[config.mk]
export PLATFORM = sky130hd
export DESIGN_NAME = mfc_modem_ctrl
export DESIGN_NICKNAME = d
export VERILOG_FILES = /design/src/rtl/mfc_pkg.sv /design/src/rtl/mfc_sync.sv /design/src/rtl/mfc_hyst.sv /design/src/rtl/mfc_txgate.sv /design/src/rtl/mfc_modem_ctrl.sv
export SDC_FILE = /design/constraint.sdc
export NUM_CORES = 1
export LEC_CHECK = 0
export ABC_AREA = 1
export ABC_CLOCK_PERIOD_IN_PS = 1500
export BUFFER_PORTS_ARGS = -buffer_cell sky130_fd_sc_hd__buf_2
export CAP_MARGIN = 20
export CORE_MARGIN = 2
export CORE_UTILIZATION = 32
export CTS_CLUSTER_SIZE = 28
export DETAILED_ROUTE_END_ITERATION = 8
export GPL_TIMING_DRIVEN = 0
export MAX_ROUTING_LAYER = met4
export PLACE_DENSITY = 0.65
export SYNTH_ARGS = -nofsm -noshare
export SYNTH_HDL_FRONTEND = slang
export SYNTH_SLANG_ARGS = --single-unit
[constraint.sdc]
create_clock -name clk -period 1.5 [get_ports clk]
set_clock_uncertainty 0.15 [all_clocks]
set_input_delay 0.15 -clock clk [delete_from_list [all_inputs] [get_ports clk]]
set_output_delay 0.15 -clock clk [all_outputs]
set_load 0.02 [all_outputs]
[src/rtl/mfc_pkg.sv]
// Shared encodings for the modem-line flow controller.
package mfc_pkg;
    typedef enum logic [1:0] {
        DIR_OFF           = 2'b00,
        DIR_LOW_WHILE_TX  = 2'b01,
        DIR_HIGH_WHILE_TX = 2'b10,
        DIR_LOW_ALT       = 2'b11
    } dir_mode_e;

    typedef enum logic [1:0] {
        ROUTE_NONE     = 2'b00,
        ROUTE_1X       = 2'b01,
        ROUTE_NX       = 2'b10,
        ROUTE_NONE_ALT = 2'b11
    } clk_route_e;

    localparam logic [1:0] RXSRC_DSR_PIN = 2'b01;
    localparam int         NUM_HYST      = 2;
    localparam int         HYST_RTS      = 0;
    localparam int         HYST_DTR      = 1;
endpackage

[src/rtl/mfc_sync.sv]
// Multi-stage synchronizer for asynchronous modem inputs.
// Assumes STAGES >= 2; resets to RST_VAL (idle pin levels).
module mfc_sync #(
    parameter int              WIDTH   = 4,
    parameter int              STAGES  = 2,
    parameter logic [WIDTH-1:0] RST_VAL = '1
) (
    input  logic             clk,
    input  logic             rst_n,
    input  logic [WIDTH-1:0] d,
    output logic [WIDTH-1:0] q
);
    localparam int CHAIN_W = WIDTH * STAGES;

    logic [CHAIN_W-1:0] chain;

    // Shift the raw pins through the stage chain.
    always_ff @(posedge clk) begin
        if (!rst_n) chain <= {STAGES{RST_VAL}};
        else        chain <= {chain[CHAIN_W-WIDTH-1:0], d};
    end

    assign q = chain[CHAIN_W-1 -: WIDTH];
endmodule

[src/rtl/mfc_hyst.sv]
// Hysteresis comparator on a FIFO fill level.
// ready_d is the next "receiver ready" state: cleared at or above thr_hi,
// set at or below thr_lo, held in between. Disabled means ready.
module mfc_hyst #(
    parameter int LVL_W = 7
) (
    input  logic             clk,
    input  logic             rst_n,
    input  logic             en,
    input  logic [LVL_W-1:0] level,
    input  logic [LVL_W-1:0] thr_hi,
    input  logic [LVL_W-1:0] thr_lo,
    output logic             ready_d
);
    logic ready_q;

    // Next state: high mark wins over low mark.
    always_comb begin
        if (!en)                  ready_d = 1'b1;
        else if (level >= thr_hi) ready_d = 1'b0;
        else if (level <= thr_lo) ready_d = 1'b1;
        else                      ready_d = ready_q;
    end

    // Hold the state between the marks.
    always_ff @(posedge clk) begin
        if (!rst_n) ready_q <= 1'b1;
        else        ready_q <= ready_d;
    end
endmodule

[src/rtl/mfc_txgate.sv]
// Transmit gate. tx_allow is a registered view of the synchronized
// handshake inputs. Starts are granted only while the shift path is idle,
// so a character already in flight always completes. Flow characters
// bypass the gate and win over data in the same cycle.
module mfc_txgate (
    input  logic clk,
    input  logic rst_n,
    input  logic cts_on,
    input  logic dsr_on,
    input  logic dsr_is_clk,
    input  logic cts_asserted,
    input  logic dsr_asserted,
    input  logic tx_busy,
    input  logic data_req,
    input  logic flow_req,
    output logic tx_allow,
    output logic start_data,
    output logic start_flow
);
    logic open_d;

    // Gate condition from both enabled handshake lines.
    always_comb begin
        open_d = (!cts_on || cts_asserted) &&
                 (!dsr_on || dsr_is_clk || dsr_asserted);
    end

    // Register the gate.
    always_ff @(posedge clk) begin
        if (!rst_n) tx_allow <= 1'b0;
        else        tx_allow <= open_d;
    end

    // Start grants at character boundaries only.
    always_comb begin
        start_flow = !tx_busy && flow_req;
        start_data = !tx_busy && !flow_req && data_req && tx_allow;
    end
endmodule

[src/rtl/mfc_modem_ctrl.sv]
// Automatic modem-line flow controller for one serial channel.
// Drives active-low request/terminal-ready lines from FIFO fill with
// hysteresis, gates new transmit characters on clear-to-send and
// data-set-ready, and repurposes pins for RS485 direction and clocks.
// Assumes pins are asynchronous; clocks passed through are not synchronized.
module mfc_modem_ctrl
    import mfc_pkg::*;
#(
    parameter int FIFO_DEPTH  = 64,
    parameter int SYNC_STAGES = 2,
    localparam int LVL_W      = $clog2(FIFO_DEPTH + 1)
) (
    input  logic             clk,
    input  logic             rst_n,
    input  logic [LVL_W-1:0] rx_level,
    input  logic [LVL_W-1:0] rts_thr_hi,
    input  logic [LVL_W-1:0] rts_thr_lo,
    input  logic [LVL_W-1:0] dtr_thr_hi,
    input  logic [LVL_W-1:0] dtr_thr_lo,
    input  logic             auto_rts,
    input  logic             auto_dtr,
    input  logic             auto_cts,
    input  logic             auto_dsr,
    input  logic             rts_manual,
    input  logic             dtr_manual,
    input  logic [1:0]       dir_mode,
    input  logic [1:0]       rx_clk_src,
    input  logic [1:0]       dtr_clk_route,
    input  logic             tx_clk_ext_sel,
    input  logic             tx_busy,
    input  logic             tx_empty,
    input  logic             data_req,
    input  logic             flow_req,
    input  logic             tx_clk_1x,
    input  logic             tx_clk_nx,
    input  logic             cts_n_pin,
    input  logic             dsr_n_pin,
    input  logic             dcd_n_pin,
    input  logic             ri_n_pin,
    output logic             rts_n,
    output logic             dtr_n,
    output logic             tx_allow,
    output logic             start_data,
    output logic             start_flow,
    output logic             cts_stat,
    output logic             dsr_stat,
    output logic             dcd_stat,
    output logic             ri_stat,
    output logic             ext_rx_clk,
    output logic             ext_tx_clk
);
    localparam int PIN_W = 4;

    dir_mode_e  dmode;
    clk_route_e route;
    logic       dsr_is_clk;
    logic       dir_active;
    logic       dtr_q;
    logic       rts_q;
    logic [PIN_W-1:0] pins_s;
    logic [NUM_HYST-1:0] hyst_en;
    logic [NUM_HYST-1:0] ready_d;
    logic [LVL_W-1:0]    thr_hi [NUM_HYST];
    logic [LVL_W-1:0]    thr_lo [NUM_HYST];

    // Decode mode fields.
    always_comb begin
        dmode      = dir_mode_e'(dir_mode);
        route      = clk_route_e'(dtr_clk_route);
        dsr_is_clk = (rx_clk_src == RXSRC_DSR_PIN);
        dir_active = (dmode != DIR_OFF);
    end

    // Synchronize modem inputs: {ri, dcd, dsr, cts}.
    mfc_sync #(
        .WIDTH  (PIN_W),
        .STAGES (SYNC_STAGES),
        .RST_VAL('1)
    ) u_sync (
        .clk  (clk),
        .rst_n(rst_n),
        .d    ({ri_n_pin, dcd_n_pin, dsr_n_pin, cts_n_pin}),
        .q    (pins_s)
    );

    // Threshold pairs per automatic output.
    always_comb begin
        hyst_en[HYST_RTS] = auto_rts;
        hyst_en[HYST_DTR] = auto_dtr && !dir_active;
        thr_hi[HYST_RTS]  = rts_thr_hi;
        thr_lo[HYST_RTS]  = rts_thr_lo;
        thr_hi[HYST_DTR]  = dtr_thr_hi;
        thr_lo[HYST_DTR]  = dtr_thr_lo;
    end

    for (genvar g = 0; g < NUM_HYST; g++) begin : g_hyst
        mfc_hyst #(.LVL_W(LVL_W)) u_hyst (
            .clk    (clk),
            .rst_n  (rst_n),
            .en     (hyst_en[g]),
            .level  (rx_level),
            .thr_hi (thr_hi[g]),
            .thr_lo (thr_lo[g]),
            .ready_d(ready_d[g])
        );
    end

    // Register the request-to-send pin drive.
    always_ff @(posedge clk) begin
        if (!rst_n)        rts_q <= 1'b1;
        else if (auto_rts) rts_q <= !ready_d[HYST_RTS];
        else               rts_q <= !rts_manual;
    end

    // Register the terminal-ready drive: RS485 direction beats thresholds.
    always_ff @(posedge clk) begin
        if (!rst_n) begin
            dtr_q <= 1'b1;
        end else begin
            unique case (dmode)
                DIR_HIGH_WHILE_TX: dtr_q <= !tx_empty;
                DIR_LOW_WHILE_TX,
                DIR_LOW_ALT:       dtr_q <= tx_empty;
                default:           dtr_q <= auto_dtr ? !ready_d[HYST_DTR] : !dtr_manual;
            endcase
        end
    end

    // Clock routing overrides the registered drive on the pin.
    always_comb begin
        unique case (route)
            ROUTE_1X: dtr_n = tx_clk_1x;
            ROUTE_NX: dtr_n = tx_clk_nx;
            default:  dtr_n = dtr_q;
        endcase
    end

    assign rts_n = rts_q;

    mfc_txgate u_gate (
        .clk         (clk),
        .rst_n       (rst_n),
        .cts_on      (auto_cts),
        .dsr_on      (auto_dsr),
        .dsr_is_clk  (dsr_is_clk),
        .cts_asserted(!pins_s[0]),
        .dsr_asserted(!pins_s[1]),
        .tx_busy     (tx_busy),
        .data_req    (data_req),
        .flow_req    (flow_req),
        .tx_allow    (tx_allow),
        .start_data  (start_data),
        .start_flow  (start_flow)
    );

    // Status readback, masked when a pin carries a clock.
    always_comb begin
        cts_stat   = !pins_s[0];
        dsr_stat   = !pins_s[1] && !dsr_is_clk;
        dcd_stat   = !pins_s[2];
        ri_stat    = !pins_s[3] && !tx_clk_ext_sel;
        ext_rx_clk = dsr_is_clk && dsr_n_pin;
        ext_tx_clk = tx_clk_ext_sel && ri_n_pin;
    end
endmodule

* Word level (Yosys, flattened, before mapping)
Index checks and enable logic that the tools add are counted.
** Storage, ports and cells
- Register bits after elaboration :: 13
- Bits of input ports :: 60
- Output and inout bits :: 11
** Operators by class
- Order comparisons :: 4
- Eq/ne operators :: 6
- Multiplexer cells :: 10
- Reduce and logical (&&, ||, !) cells :: 31
** Operators by type and width (number)
- logical NOT 1 bit :: 16
- >= comparator 7 bit :: 2
- <= comparator 7 bit :: 2
- logical AND 1 bit :: 10
- two-way mux 1 bit :: 8
- == test 2 x 1 -> 1 bit, second input constant :: 3
- == test 2 bit, second input constant :: 3
- case mux 1 bit (2 select lines) :: 2
- logical OR 1 bit :: 3
- nonzero test 2 bit :: 1
- OR reduction 2 bit :: 1

* Logic depth before layout (Yosys ltp)
- Depth after elaboration :: 7
- Depth in mapped cells :: 11

* Modules after synthesis
Synthesis repeated with hierarchy kept, for this count alone.
** Second synthesis, totals
- Cell total of the unflattened synthesis :: 223
- Area, all modules :: 1410.1 um2
** Modules (own cells, without submodules)
- mfc_hyst at g_hyst[0].u_hyst :: times used 1, cells each 73, area each 449.2 um2, seq. area each 20.0 um2
- mfc_hyst at g_hyst[1].u_hyst :: times used 1, cells each 73, area each 441.7 um2, seq. area each 20.0 um2
- mfc_sync :: times used 1, cells each 29, area each 255.2 um2, seq. area each 160.2 um2
- mfc_modem_ctrl :: times used 1, cells each 36, area each 201.4 um2, seq. area each 40.0 um2
- mfc_txgate :: times used 1, cells each 12, area each 62.6 um2, seq. area each 20.0 um2

* Least setup slack after synthesis
No wires, ideal clock.
- Kind :: register -> output
- Start point :: register u_gate.tx_allow
- End point :: output port start_data
- Arrival :: 0.955 ns
- Required time :: 1.200 ns
- Setup slack :: 0.245 ns
- Stages on the path, launching flop included :: 3
- Path buffers :: 0
- Cells stage by stage :: dfxtp_1 > nand2_1 > nor3_1
** Between the ends
- Word-level cells in the longest chain between the ends :: 1
** RTL lines
- start, declared :: line mfc_txgate.sv:16 : output logic tx_allow,
- start signal, assigned :: line mfc_txgate.sv:31 : else tx_allow <= open_d;
- logical AND 1 bit :: line mfc_txgate.sv:37 : start_data = !tx_busy && !flow_req && data_req && tx_allow;
- end, declared :: line mfc_modem_ctrl.sv:43 : output logic start_data,
Every way passes these cells.

* Worst setup path after layout
- Start point :: input port dsr_n_pin
- End point :: output port ext_rx_clk
** Between the ends
- Word-level cells in the longest chain between the ends :: 1
** RTL lines
- start, declared :: line mfc_modem_ctrl.sv:37 : input logic dsr_n_pin,
- logical AND 1 bit :: line mfc_modem_ctrl.sv:162 : ext_rx_clk = dsr_is_clk && dsr_n_pin;
- end, declared :: line mfc_modem_ctrl.sv:49 : output logic ext_rx_clk,
Every way passes these cells.

==> flow_metrics.env <==
export IMPL_status="finished, violations left"
export IMPL_violations="negative hold slack"
export IMPL_p_leak_uw=0.001170
export IMPL_drv_cap=0
export IMPL_grt_overflow=0
export IMPL_antenna_left=0
export IMPL_worst_ep_arrival_time_ns=1.06
export IMPL_maxSlewViolCount=0
export IMPL_syn_area_per_cell_um2=6.555
export IMPL_cp_start_kind="primary input"
export IMPL_worstHoldPathType="primary input to flip-flop"
export IMPL_grt_pass1_wl_um=4795
export IMPL_ios=71
export IMPL_max_slew_margin_pct=80.91
export IMPL_crit_fanout=2
export IMPL_cts_tree="yes"
export IMPL_first_pass_iters=4
export IMPL_chipHeight_um=68.17
export IMPL_crit_chain="dlygate4sd3_1, buf_2, inv_1, nor2_1, buf_2"
export IMPL_syn2layout_area_growth_pct=39.32
export IMPL_grt_pass1_vias=1318
export IMPL_endpoint_kind="primary output"
export IMPL_grt_usage_pct=13.61
export IMPL_crit_required_ns=1.20
export IMPL_finalPower_uw=1056
export IMPL_syn_nets=291
export IMPL_grt_max_degree=10
export IMPL_final_layout_size_suffix_gt1_share_pct=32.38
export IMPL_core_area_um2=3971
export IMPL_fill_cells=428
export IMPL_fp_dieW_um=68.17
export IMPL_cp_top_family="buffers and inverters"
export IMPL_min_period_over_period_pct=90.49
export IMPL_finalSetupViolCount=0
export IMPL_final_nets=372
export IMPL_cts_buffer_depth=2
export IMPL_cts_root_buf="clkbuf_8"
export IMPL_fp_dieArea_um2=4646
export IMPL_ys_seq_elements=13
export IMPL_clk_transition_reported_paths_ns=0.05
export IMPL_fmax_mhz=736.7
export IMPL_crit_path_frequent_cell="buf_2"
export IMPL_num_vias=1391
export IMPL_io_buffers=70
export IMPL_vdd_drop_max_v=0.0004574
export IMPL_crit_path_top_delay_cell="dlygate4sd3_1"
export IMPL_ys_seq_area_share_pct=19.75
export IMPL_routabilityCongestion=0.7589
export IMPL_start_util_pct=33.18
export IMPL_tightest_slew_ns=0.2858
export IMPL_worst_path_largest_cell_delay_ns=0.52
export IMPL_cts_inserted_buffers=3
export IMPL_diodes=0
export IMPL_dpl_hpwl_um=2440
export IMPL_final_common_cell="buf_2"
export IMPL_min_period_ns=1.357
export IMPL_drc=0
export IMPL_yosys_warnings=0
export IMPL_antenna_found_initial=0
export IMPL_viasPerCell=4.202
export IMPL_worst_setup_path_type="primary input to primary output"
export IMPL_layout_common_cells="buf_2 (70), nand2_1 (56), inv_1 (48), ha_1 (30)"
export IMPL_syn_area_um2=1318
export IMPL_utilization_pct=46.22
export IMPL_wl_per_cell_um=8.381
export IMPL_cp_num_buf_inv=4
export IMPL_routed_wirelength_um=2774
export IMPL_cts_sinks=13
export IMPL_rsz0062_at_grt="no"
export IMPL_drtIter0Drc=34
export IMPL_holdWs_ns=-0.003683
export IMPL_h_tree_depth=1
export IMPL_cts_resized=0
export IMPL_powerDensity_nw_per_um2=575.1
export IMPL_clk_latency_ns=0.24
export IMPL_synth_cell_type_count=19
export IMPL_hold_violations=1
export IMPL_num_rows=23
export IMPL_synthCells=201
-- per-layer routing --
layer | GRT usage [%] | part of all wire [%] | vias up
met4 | 4.500 | 0.32 | 0
met1 | 15.42 | 44 | 583
met5 | - | 0 | -
li1 | - | - | 772
met3 | 0.9868 | 5.3 | 2
met2 | 25.12 | 50 | 34
-- kinds of logic (layout without fill, tap and decap cells) --
group	after synthesis	after routing	share of synthesized area [%]
adders and majority gates	30	30	28.49
buffers and inverters	51	131	14.53
and+or+nand+nor	92	92	30.39
AOI/OAI and AO/OA	15	15	6.839
DFF	13	13	19.75
-- cell usage after synthesis --
| master | instances | area [µm²] |
|---|---|---|
| nor4_1 | 1 | 6.260 |
| a21oi_1 | 10 | 50.05 |
| nor3_1 | 1 | 5.000 |
| nand2_2 | 1 | 6.260 |
| a31oi_1 | 1 | 6.260 |
| nor2_1 | 13 | 48.80 |
| inv_1 | 48 | 180.2 |
| ha_1 | 30 | 375.4 |
| a22oi_1 | 1 | 7.510 |
| nor2_2 | 4 | 25.02 |
| nand3_1 | 4 | 20.02 |
| dfxtp_1 | 13 | 260.3 |
| nor3b_1 | 1 | 7.510 |
| nand4_1 | 2 | 12.51 |
| or2_2 | 7 | 43.79 |
| inv_2 | 3 | 11.26 |
| nand3b_1 | 2 | 15.01 |
| a21oi_2 | 3 | 26.28 |
| nand2_1 | 56 | 210.2 |
-- registers in the layout, summed over array words and instances, names as in the netlist --
signal,flops
g_hyst.u_hyst.ready_q,2
rts_n,1
u_sync.chain,8
dtr_q,1
u_gate.tx_allow,1
-- final timing paths --
path / startpoint / end / slack (ns) / cells after the start
worst min register to register: u_sync.chain[0] / u_sync.chain[4] / 0.26 / 1
worst max register to register: g_hyst[0].u_hyst.ready_q / g_hyst[0].u_hyst.ready_q / 0.62 / 4
worst max-delay path: dsr_n_pin / ext_rx_clk / 0.14 / 5
worst min-delay path: rst_n / u_sync.chain[1] / -0.004 / 2
-- what timing repair did --
| item | in CTS | in global routing |
|---|---|---|
| buffers inserted | 0 | 0 |
| endpoints found under the hold margin | 7 | 0 |
| hold buffers | 7 | 0 |
| setup endpoints to repair | 0 | 1 |
-- cell type report --
type	instances	area [µm²]	area share [%]
clock buffers	4	45.04	2.454
inverters	51	191.4	10.43
multi-input cells	137	865.8	47.17
flip-flops and latches	13	260.3	14.18
well taps	50	62.56	3.408
repair buffers	76	410.4	22.36
-- where the power goes --
part	internal (µW)	switching [µW]
Combinational	182	205
Sequential	365	4.87
Clock	187	112
Total	734	322
-- stage by stage --
step	TNS [ns]	std cells	setup WS, ns	area, µm²	hold WS, ns
final	0	331	0.1426	1836	-0.003683
after global routing	0	331	0.1046	1836	0.01204
after CTS	0	332	0.02373	1846	0.003830
after detailed placement	-0.002923	321	-0.002923	1730	0.1883
after global placement	0	321	0.01880	1730	0.1860
after floorplan	0	201	0.2451	1318	0.06869
-- worst register-to-register path, stage by stage (launching register included) --
cell,delay [ns]
dfxtp_1,0.29
a21oi_1,0.10
nand2_1,0.06
nand2_1,0.08
nand3_1,0.07
(Power assumes the default switching activity.)
